==> src/rtl/core_flow_pkg.sv <==
package core_flow_pkg;

  localparam int REG_W = 32;
  localparam int CNT_W = 8;

  // flow flag positions
  localparam int FLOW_IRQ_BIT  = 29;
  localparam int FLOW_EVT_BIT  = 30;
  localparam int FLOW_WAIT_BIT = 31;

  // event source select positions
  localparam int SRC_SYS_BIT = 27;
  localparam int SRC_US_BIT  = 25;
  localparam int SRC_MS_BIT  = 24;
  localparam int SRC_SEC_BIT = 23;
  localparam int NUM_SRC     = 4;

  localparam logic [REG_W-1:0] FLOW_MASK = 32'hE000_0000;
  localparam logic [REG_W-1:0] SRC_MASK  =
      (32'd1 << SRC_SYS_BIT) | (32'd1 << SRC_US_BIT) |
      (32'd1 << SRC_MS_BIT)  | (32'd1 << SRC_SEC_BIT);
  localparam logic [REG_W-1:0] CNT_MASK  = (32'd1 << CNT_W) - 32'd1;
  localparam logic [REG_W-1:0] WR_MASK   = FLOW_MASK | SRC_MASK | CNT_MASK;

  typedef struct packed {
    logic waitIrq;   // stall until interrupt pending
    logic waitEvt;   // stall until event
    logic irqOnDone; // raise wake interrupt on completion
  } flowFlags_t;

  typedef struct packed {
    logic loadReg;
    logic clearFlow;
    logic countStep;
    logic countRestart;
  } flowStrobe_t;

endpackage

==> src/rtl/flow_datapath.sv <==
module flow_datapath
  import core_flow_pkg::*;
(
  input  logic                 clk,
  input  logic                 rst_n,
  input  flowStrobe_t          strobe,
  input  logic [REG_W-1:0]     wrData,
  input  logic [NUM_SRC-1:0]   ticks,      // {sys, us, ms, sec}
  output flowFlags_t           flowQ,
  output logic                 eventTick,
  output logic                 cntAtLimit,
  output logic [REG_W-1:0]     rdData
);

  logic [REG_W-1:0]   ctrlQ;
  logic [CNT_W-1:0]   evCntQ;
  logic [NUM_SRC-1:0] srcSel;

  always_ff @(posedge clk or negedge rst_n) begin
    if (!rst_n) begin
      ctrlQ <= '0;
    end else if (strobe.loadReg) begin
      ctrlQ <= wrData & WR_MASK;
    end else if (strobe.clearFlow) begin
      ctrlQ[FLOW_WAIT_BIT:FLOW_IRQ_BIT] <= '0;
    end
  end

  always_ff @(posedge clk or negedge rst_n) begin
    if (!rst_n) begin
      evCntQ <= '0;
    end else if (strobe.loadReg || strobe.countRestart) begin
      evCntQ <= '0;
    end else if (strobe.countStep) begin
      evCntQ <= evCntQ + 1'b1;
    end
  end

  assign srcSel = {ctrlQ[SRC_SYS_BIT], ctrlQ[SRC_US_BIT],
                   ctrlQ[SRC_MS_BIT],  ctrlQ[SRC_SEC_BIT]};

  assign flowQ      = flowFlags_t'(ctrlQ[FLOW_WAIT_BIT:FLOW_IRQ_BIT]);
  assign eventTick  = |(srcSel & ticks);
  assign cntAtLimit = (evCntQ == ctrlQ[CNT_W-1:0]);
  assign rdData     = ctrlQ;

endmodule

==> src/rtl/flow_control.sv <==
module flow_control
  import core_flow_pkg::*;
(
  input  logic        clk,
  input  logic        rst_n,
  input  logic        wrHit,
  input  flowFlags_t  flowQ,
  input  logic        eventTick,
  input  logic        cntAtLimit,
  input  logic        irqPending,
  output flowStrobe_t strobe,
  output logic        coreRun,
  output logic        wakeIrq
);

  logic counting;
  logic eventHit;
  logic irqRelease;
  logic done;
  logic wakeIrqQ;

  assign counting   = flowQ.irqOnDone | flowQ.waitEvt;
  assign eventHit   = counting & eventTick & cntAtLimit;
  assign irqRelease = flowQ.waitIrq & irqPending;
  assign done       = eventHit | irqRelease;

  always_comb begin
    strobe              = '0;
    strobe.loadReg      = wrHit;
    strobe.clearFlow    = done & ~wrHit;
    strobe.countStep    = counting & eventTick & ~cntAtLimit;
    strobe.countRestart = eventHit;
  end

  always_ff @(posedge clk or negedge rst_n) begin
    if (!rst_n) wakeIrqQ <= 1'b0;
    else        wakeIrqQ <= flowQ.irqOnDone & done & ~wrHit;
  end

  assign wakeIrq = wakeIrqQ;
  assign coreRun = ~(flowQ.waitEvt | flowQ.waitIrq);

endmodule

==> src/rtl/core_flow_ctrl.sv <==
module core_flow_ctrl
  import core_flow_pkg::*;
#(
  parameter int NUM_CORES = 2,
  localparam int SEL_W = (NUM_CORES > 1) ? $clog2(NUM_CORES) : 1
)(
  input  logic                       clk,
  input  logic                       rst_n,
  input  logic                       wrEn,
  input  logic [SEL_W-1:0]           wrSel,
  input  logic [REG_W-1:0]           wrData,
  input  logic                       tickSys,
  input  logic                       tickUs,
  input  logic                       tickMs,
  input  logic                       tickSec,
  input  logic [NUM_CORES-1:0]       irqPending,
  output logic [NUM_CORES-1:0]       coreRun,
  output logic [NUM_CORES-1:0]       wakeIrq,
  output logic [NUM_CORES*REG_W-1:0] rdData
);

  logic [NUM_SRC-1:0] ticks;
  assign ticks = {tickSys, tickUs, tickMs, tickSec};

  for (genvar c = 0; c < NUM_CORES; c++) begin : g_core
    flowStrobe_t strobe;
    flowFlags_t  flowQ;
    logic        eventTick;
    logic        cntAtLimit;
    logic        wrHit;

    assign wrHit = wrEn && (wrSel == SEL_W'(c));

    flow_control u_ctl (
      .clk        (clk),
      .rst_n      (rst_n),
      .wrHit      (wrHit),
      .flowQ      (flowQ),
      .eventTick  (eventTick),
      .cntAtLimit (cntAtLimit),
      .irqPending (irqPending[c]),
      .strobe     (strobe),
      .coreRun    (coreRun[c]),
      .wakeIrq    (wakeIrq[c])
    );

    flow_datapath u_dp (
      .clk        (clk),
      .rst_n      (rst_n),
      .strobe     (strobe),
      .wrData     (wrData),
      .ticks      (ticks),
      .flowQ      (flowQ),
      .eventTick  (eventTick),
      .cntAtLimit (cntAtLimit),
      .rdData     (rdData[c*REG_W +: REG_W])
    );
  end

endmodule

==> config.mk <==
export PLATFORM = sky130hd
export DESIGN_NAME = core_flow_ctrl
export DESIGN_NICKNAME = d
export VERILOG_FILES = /design/src/rtl/core_flow_pkg.sv /design/src/rtl/flow_datapath.sv /design/src/rtl/flow_control.sv /design/src/rtl/core_flow_ctrl.sv
export SDC_FILE = /design/constraint.sdc
export NUM_CORES = 1
export LEC_CHECK = 0
export BUFFER_PORTS_ARGS = -buffer_cell sky130_fd_sc_hd__buf_2
export CORE_MARGIN = 2
export CORE_UTILIZATION = 44
export CTS_CLUSTER_SIZE = 16
export DETAILED_ROUTE_END_ITERATION = 12
export GPL_TIMING_DRIVEN = 0
export PLACE_DENSITY = 0.89
export REMOVE_ABC_BUFFERS = 1
export SLEW_MARGIN = 5
export SYNTH_ARGS = -nofsm -noshare
export SYNTH_HDL_FRONTEND = slang
export SYNTH_SLANG_ARGS = --single-unit
==> constraint.sdc <==
create_clock -name clk -period 1.36 [get_ports clk]
set_input_delay 0.34 -clock clk [delete_from_list [all_inputs] [get_ports clk]]
set_output_delay 0.34 -clock clk [all_outputs]
set_load 0.02 [all_outputs]
==> impl_metrics.env, run 1 <==
export IMPL_drv_slew=0
export IMPL_vias=2510
export IMPL_comb_power_share_pct=34.9
export IMPL_fmax_mhz=661
export IMPL_cts_tree="yes"
export IMPL_clkLatencyLatePin_ps=320
export IMPL_area_delta_synth_final_pct=35.9
export IMPL_antenna_found_initial=0
export IMPL_numCtsBuffers=5
export IMPL_clock_sinks=48
export IMPL_tightest_slew_ps=1070
export IMPL_yosys_area_top_type="dfrtp_1"
export IMPL_r2r_setup_slack_ps=-150
export IMPL_num_rows=28
export IMPL_synth_top_family_by_area="simple AND/OR/NAND/NOR gates"
export IMPL_seq_area_frac_synth_pct=44.4
export IMPL_finalSetupViolations=25
export IMPL_clkPwrFrac_pct=24.4
export IMPL_path_clk_slew_ps=100
export IMPL_via_per_inst=5.41
export IMPL_n_antenna_cell=0
export IMPL_fin_util_pct=62.0
export IMPL_drc=0
export IMPL_first_pass_iters=5
export IMPL_netSwitchingFraction_pct=36.3
export IMPL_grt_max_degree=49
export IMPL_cp_depth=6
export IMPL_crit_buf_inv=2
export IMPL_max_clock_path_buffers=2
export IMPL_final_common_cell="nand2_1"
export IMPL_core_area_um2=5920
export IMPL_crit_family="flip-flops"
export IMPL_cp_arrival_ps=1670
export IMPL_switchingPower_mw=1.60
export IMPL_startpoint_type="flip-flop"
export IMPL_worstHoldPathType="in2async"
export IMPL_r2r_end="g_core[0].u_dp.evCntQ[1]"
export IMPL_finalCritPeriodShare_pct=111
export IMPL_gp_congestion=0.837
export IMPL_sequentialPowerShare_pct=40.6
export IMPL_cpPeakStageDelay_ps=420
export IMPL_grt_pass1_vias=2401
export IMPL_routed_wl_um=7610
export IMPL_mostFrequentLayoutCells="89 x nand2_1, 49 x buf_2, 40 x dfrtp_1"
export IMPL_synth_area_leaders="dfrtp_1 44%, nand2_1 12%, buf_4 11%, xnor2_1 4.9%, and3_1 3.9%"
export IMPL_yosys_area_share_adder_pct=0.926
export IMPL_synthMuxAreaShare_pct=1.11
export IMPL_cts_root_buf="clkbuf_8"
export IMPL_cp_max_fo=3
export IMPL_cp_data_required_time_ps=1520
export IMPL_violations="negative setup slack"
export IMPL_gr_total_overflow=0
export IMPL_synth_simple_area_share_pct=27.1
export IMPL_syn_area_per_cell_um2=8.83
export IMPL_finalHoldViolCount=0
export IMPL_end_kind="flip-flop"
export IMPL_vdd_drop_max_mv=0.748
export IMPL_drive_gt1_share_pct=41.9
export IMPL_nets=432
export IMPL_drtIter0Drc=166
export IMPL_grtUsageTotal_pct=22.9
export IMPL_yosys_area_share_xor_xnor_pct=5.46
export IMPL_yosys_warnings=0
export IMPL_postSynthCellCount=306
export IMPL_fillerInstances=470
export IMPL_pin_count=110
export IMPL_h_tree_depth=2
export IMPL_rsz0062_at_grt="true"
export IMPL_cp_endpoint="g_core[0].u_dp.evCntQ[1]"
export IMPL_fp_dieArea_um2=6780
export IMPL_crit_type="reg2reg"
export IMPL_relSlewSlack_pct=28.5
export IMPL_ant_nets=0
export IMPL_cp_startpoint="g_core[0].u_dp.evCntQ[0]"
export IMPL_setup_slack_ps=-152
export IMPL_chipWidth_um=82.4
export IMPL_ys_seq_elements=48
export IMPL_reg2reg_from="g_core[0].u_dp.evCntQ[0]"
export IMPL_fin_tns_setup_ps=-2530
export IMPL_start_util_pct=45.6
export IMPL_synth_cell_type_count=33
export IMPL_min_period_ps=1510
export IMPL_wl_per_cell_um=16.4
export IMPL_p_leak_nw=1.80
export IMPL_dp_hpwl_um=4320
export IMPL_power_internal_mw=2.81
export IMPL_whs_ps=224
export IMPL_fp_dieH_um=82.4
export IMPL_crit_slowest_cell="dfrtp_1"
export IMPL_syn_area_um2=2700
export IMPL_status="finished, violations left"
export IMPL_synth_compound_area_share_pct=8.01
export IMPL_finClkSkew_ps=12.9
export IMPL_drv_cap=0
export IMPL_synth_top_area_share_pct=44.4
export IMPL_grt_first_pass_wirelength_um=11600
export IMPL_crit_chain="buf_6, xnor2_2, nand4_1, buf_4, o211ai_1, a21oi_1"
export IMPL_io_buffers=58
export IMPL_p_per_area_nw_per_um2=1200
export IMPL_worst_r2r_cell_count=6
worst min path at each step:
| stage | endpoint | slack (ps) | depth (start not counted) | from |
|---|---|---|---|---|
| floorplan | g_core[0].u_ctl.wakeIrq | 40 | 0 | rst_n |
| global placement | g_core[0].u_dp.rdData[24] | 490 | 2 | g_core[0].u_dp.rdData[24] |
| detailed placement | g_core[0].u_dp.rdData[24] | 490 | 2 | g_core[0].u_dp.rdData[24] |
| CTS | g_core[1].u_dp.rdData[24] | 230 | 3 | wrData[24] |
| global route | g_core[0].u_dp.rdData[6] | 240 | 3 | wrData[6] |
| finish | g_core[1].u_dp.evCntQ[6] | 220 | 1 | rst_n |
cell type report:
cell class | count | area, um2 | area share, %
Inverter | 2 | 7.51 | 0.204
Clock inverter | 3 | 47.5 | 1.29
Multi-Input combinational cell | 242 | 1630 | 44.4
Timing Repair Buffer | 89 | 613 | 16.7
Tap cell | 75 | 93.8 | 2.56
Clock buffer | 5 | 68.8 | 1.87
Sequential cell | 48 | 1210 | 33.0
logic make-up (layout without fill, tap and decap cells):
| family | count (synthesis) | count (layout) |
|---|---|---|
| compound gates | 36 | 37 |
| mux | 3 | 3 |
| other cells | 1 | 34 |
| simple gates | 150 | 150 |
| xor+xnor | 16 | 16 |
| flops | 48 | 48 |
| fa+ha+maj | 2 | 2 |
| buf+inv | 50 | 99 |
per-layer routing:
metal	wire (um)	vias to the layer above	track usage, %
li1	-	1118	-
met1	2920	1226	27.8
met2	3810	138	38.5
met3	616	28	5.22
met4	263	0	10.5
met5	0	-	0
cells in the mapped netlist (all sizes together):
cell type,count
and3,20
and2,3
nor3,4
conb,1
ha,2
nand2b,1
dfrtp,48
nor2b,1
clkbuf,3
nand4,5
nor4,10
o211a,2
nor2,15
buf,45
inv,2
a31oi,1
a22oi,4
o21ai,17
o211ai,4
xnor2,16
a21o,2
mux2i,3
nand3b,2
a21oi,6
nand2,89
through the flow:
stage	total power, mW	setup WS (ps)	area, um2	cells
after floorplan	2.44	-223	2490	291
after global placement	2.73	-430	2870	424
after detailed placement	2.78	-487	2870	424
after CTS	4.18	-136	3460	459
after global routing	4.60	-236	3670	464
final	4.41	-152	3670	464
repair_timing:
item | CTS | global route
cloned | 2 | 0
pin swaps | 30 | 25
buffers inserted | 25 | 7
setup endpoints to repair | 26 | 44
resized for setup | 53 | 49
hold buffers | 0 | 0
registers in the layout (all words and copies together), names as in the netlist:
| signal | count |
|---|---|
| g_core.u_dp.evCntQ | 16 |
| g_core.u_dp.rdData | 30 |
| g_core.u_ctl.wakeIrq | 2 |
power groups by stage:
stage / combinational (mW) / clock, mW / sequential, mW
after floorplan: 0.554 / 0 / 1.89
after global placement: 0.956 / 0 / 1.78
after detailed placement: 0.992 / 0 / 1.79
after CTS: 1.35 / 1.08 / 1.76
after global routing: 1.65 / 1.14 / 1.81
final: 1.54 / 1.08 / 1.79
Power figures use the tool's default switching activity.
==> run 2, diff against run 1 <==
- ABC_AREA: not set -> 1
- PLACE_DENSITY: 0.89 -> 0.88
==> run 2 against run 1 <==
The run still ends with negative setup slack left. Cell area fell by 5.6%. Synthesized area increased by 3.9%. Clock skew decreased by 8.7 ps. Clock power fell by 23%. Sequential cell count unchanged. Critical path depth is the same. Critical endpoint is now g_core[0].u_dp.evCntQ[5]. Highest routed layer unchanged.
==> impl_metrics.env, run 2 <==
export IMPL_status="finished, violations left"
export IMPL_violations="negative setup slack"
export IMPL_finalHoldViolCount=0
export IMPL_synth_cell_type_count=28
export IMPL_clock_sinks=48
export IMPL_synth_top_area_share_pct=42.8
export IMPL_seq_area_um2=1210
export IMPL_pin_count=110
export IMPL_multi_input_area_um2=1480
export IMPL_rsz0062_at_grt="true"
export IMPL_cp_arrival_ps=1580
export IMPL_core_area_um2=6280
export IMPL_nets=475
export IMPL_ys_flop_type="dfrtp_1"
export IMPL_grt_pass1_vias=2167
export IMPL_fmax_mhz=720
export IMPL_cp_data_required_time_ps=1550
export IMPL_drc=0
export IMPL_synthArstFlopShare_pct=100
export IMPL_largest_reg_flops=30
export IMPL_hold_buffers=0
export IMPL_drv_slew=0
export IMPL_cts_root_buf="clkbuf_8"
export IMPL_synth_edf_count=0
export IMPL_syn_area_per_cell_um2=7.89
export IMPL_crit_type="reg2reg"
export IMPL_finalCritPeriodShare_pct=102
export IMPL_final_cells=508
export IMPL_yosys_area_top_type="dfrtp_1"
export IMPL_grt_first_pass_wirelength_um=9940
export IMPL_n_antenna_cell=0
export IMPL_final_common_cell="nand2_1"
export IMPL_vdd_drop_max_mv=0.640
export IMPL_chipWidth_um=83.9
export IMPL_grt_max_degree=49
export IMPL_h_tree_depth=2
export IMPL_min_period_ps=1390
export IMPL_io_buffers=58
export IMPL_yosys_warnings=0
export IMPL_grtUsageTotal_pct=17.6
export IMPL_worst_r2r_cell_count=6
export IMPL_numCtsBuffers=5
export IMPL_drv_cap=0
export IMPL_setup_slack_ps=-29.2
export IMPL_startpoint_type="flip-flop"
export IMPL_synth_commonest_cells="120 x nand2_1, 48 x dfrtp_1, 39 x buf_4, 32 x inv_1, 26 x o21ai_0"
export IMPL_r2r_setup_slack_ps=-30
export IMPL_fp_dieArea_um2=7040
export IMPL_gr_total_overflow=0
export IMPL_stdcell_area_um2=3470
export IMPL_max_clock_path_buffers=2
export IMPL_cp_endpoint="g_core[0].u_dp.evCntQ[5]"
export IMPL_synth_area_leaders="dfrtp_1 43%, nand2_1 16%, buf_4 10%, o21ai_0 4.6%, inv_1 4.3%"
export IMPL_r2r_end="g_core[0].u_dp.evCntQ[5]"
export IMPL_area_delta_synth_final_pct=23.5
export IMPL_antenna_found_initial=0
export IMPL_end_kind="flip-flop"
export IMPL_p_leak_nw=1.84
export IMPL_first_pass_iters=4
export IMPL_finalSetupViolations=8
export IMPL_via_per_inst=4.87
export IMPL_vias=2476
export IMPL_path_clk_slew_ps=90
export IMPL_wl_per_cell_um=13.1
export IMPL_drtIter0Drc=187
export IMPL_relSlewSlack_pct=29.4
export IMPL_routed_wl_um=6660
export IMPL_mostFrequentLayoutCells="111 x nand2_1, 54 x buf_2, 40 x dfrtp_1"
export IMPL_cp_startpoint="g_core[0].u_dp.evCntQ[6]"
export IMPL_reg2reg_from="g_core[0].u_dp.evCntQ[6]"
export IMPL_clkLatencyLatePin_ps=300
export IMPL_worstHoldPathType="in2async"
export IMPL_dp_hpwl_um=4330
export IMPL_fillerInstances=566
export IMPL_fp_dieH_um=83.9
export IMPL_start_util_pct=44.7
export IMPL_dpl_cell_area_um2=2990
export IMPL_finClkSkew_ps=4.18
export IMPL_ant_nets=0
export IMPL_gp_congestion=0.875
export IMPL_seq_area_frac_synth_pct=42.8
export IMPL_p_per_area_nw_per_um2=1290
export IMPL_postSynthCellCount=356
export IMPL_cp_max_fo=6
export IMPL_synthMostInstantiatedCell="nand2_1"
export IMPL_drive_gt1_share_pct=33.4
export IMPL_tightest_slew_ps=1060
export IMPL_dp_cells=479
export IMPL_ys_seq_elements=48
export IMPL_num_rows=29
export IMPL_syn_area_um2=2810
export IMPL_cts_tree="yes"
==> run 2: cell count changes after synthesis, moves of 5 or more <==
cell,previous run,this run
inv_1,2,32
nand3_1,0,8
and3_1,17,0
o21ai_1,0,5
nor4_1,7,0
nand4_1,3,17
nor2_2,0,6
o21ai_0,17,26
nand2_1,89,120
==> run 2: power breakdown <==
part | leakage (nW) | internal (mW) | switching [mW]
sequential | 0.606 | 1.64 | 0.239
clock | 0.0410 | 0.351 | 0.478
combinational | 1.20 | 0.711 | 1.04
total | 1.84 | 2.70 | 1.76
==> run 2: how the worst min path moves through the flow <==
stage          slack, ps                   endpoint                 startpoint
3_5_place_dp         500  g_core[1].u_dp.rdData[25]  g_core[1].u_dp.rdData[25]
5_1_grt              270  g_core[0].u_dp.rdData[30]                 wrData[30]
6_report             230  g_core[0].u_dp.rdData[29]                      rst_n
2_1_floorplan         40    g_core[0].u_ctl.wakeIrq                      rst_n
3_3_place_gp         490  g_core[1].u_dp.rdData[27]  g_core[1].u_dp.rdData[27]
4_1_cts              260  g_core[0].u_dp.rdData[31]                      rst_n
==> run 2: metrics by stage <==
step	TNS [ps]	total power, mW	util [%]	hold slack, ps	setup WS, ps
after detailed placement	-9500	3.08	47.6	499	-603
after global routing	-985	4.71	55.2	271	-94.3
after CTS	0	4.00	50.0	256	0.0888
after floorplan	-96.2	2.69	-	44.4	-85.6
final	-117	4.46	55.2	232	-29.2
after global placement	-8340	3.02	47.6	489	-596
==> run 2: cell families (layout without fill, tap and decap cells) <==
kind of cell	count (synthesis)	in the layout	synth area share [%]
compound gates	37	37	7.66
xor+xnor	14	14	4.37
fa+ha+maj	2	2	0.891
buf+inv	81	121	16.8
flops	48	48	42.8
other cells	1	34	0.134
simple gates	173	175	27.4
==> run 2: layout make-up <==
| class | count | area share [%] |
|---|---|---|
| Multi-Input combinational cell | 262 | 42.8 |
| Sequential cell | 48 | 34.9 |
| Timing Repair Buffer | 78 | 13.3 |
| Inverter | 36 | 3.97 |
| Tap cell | 77 | 2.78 |
| Clock buffer | 6 | 2.09 |
| Clock inverter | 1 | 0.144 |
==> run 2: critical path, cell delays in order (launching register included) <==
cell	delay (ps)
dfrtp_1	460
xnor2_1	180
nand2_1	100
nor2_4	180
nand3_4	160
nand4_1	130
nand2_1	70
==> run 2: per-layer routing <==
layer / global-route usage (%) / vias to the layer above / share of wire (%)
met5: 0 / - / 0
met4: 5.87 / 0 / 1.7
met3: 3.07 / 9 / 6.4
met2: 29.5 / 98 / 49
met1: 22.9 / 1160 / 43
li1: - / 1209 / -
==> run 2: what timing repair did <==
action	in CTS	in global routing
setup endpoints to repair	24	26
resized for setup	14	46
setup buffers	3	17
cloned	1	1
pin swaps	1	29
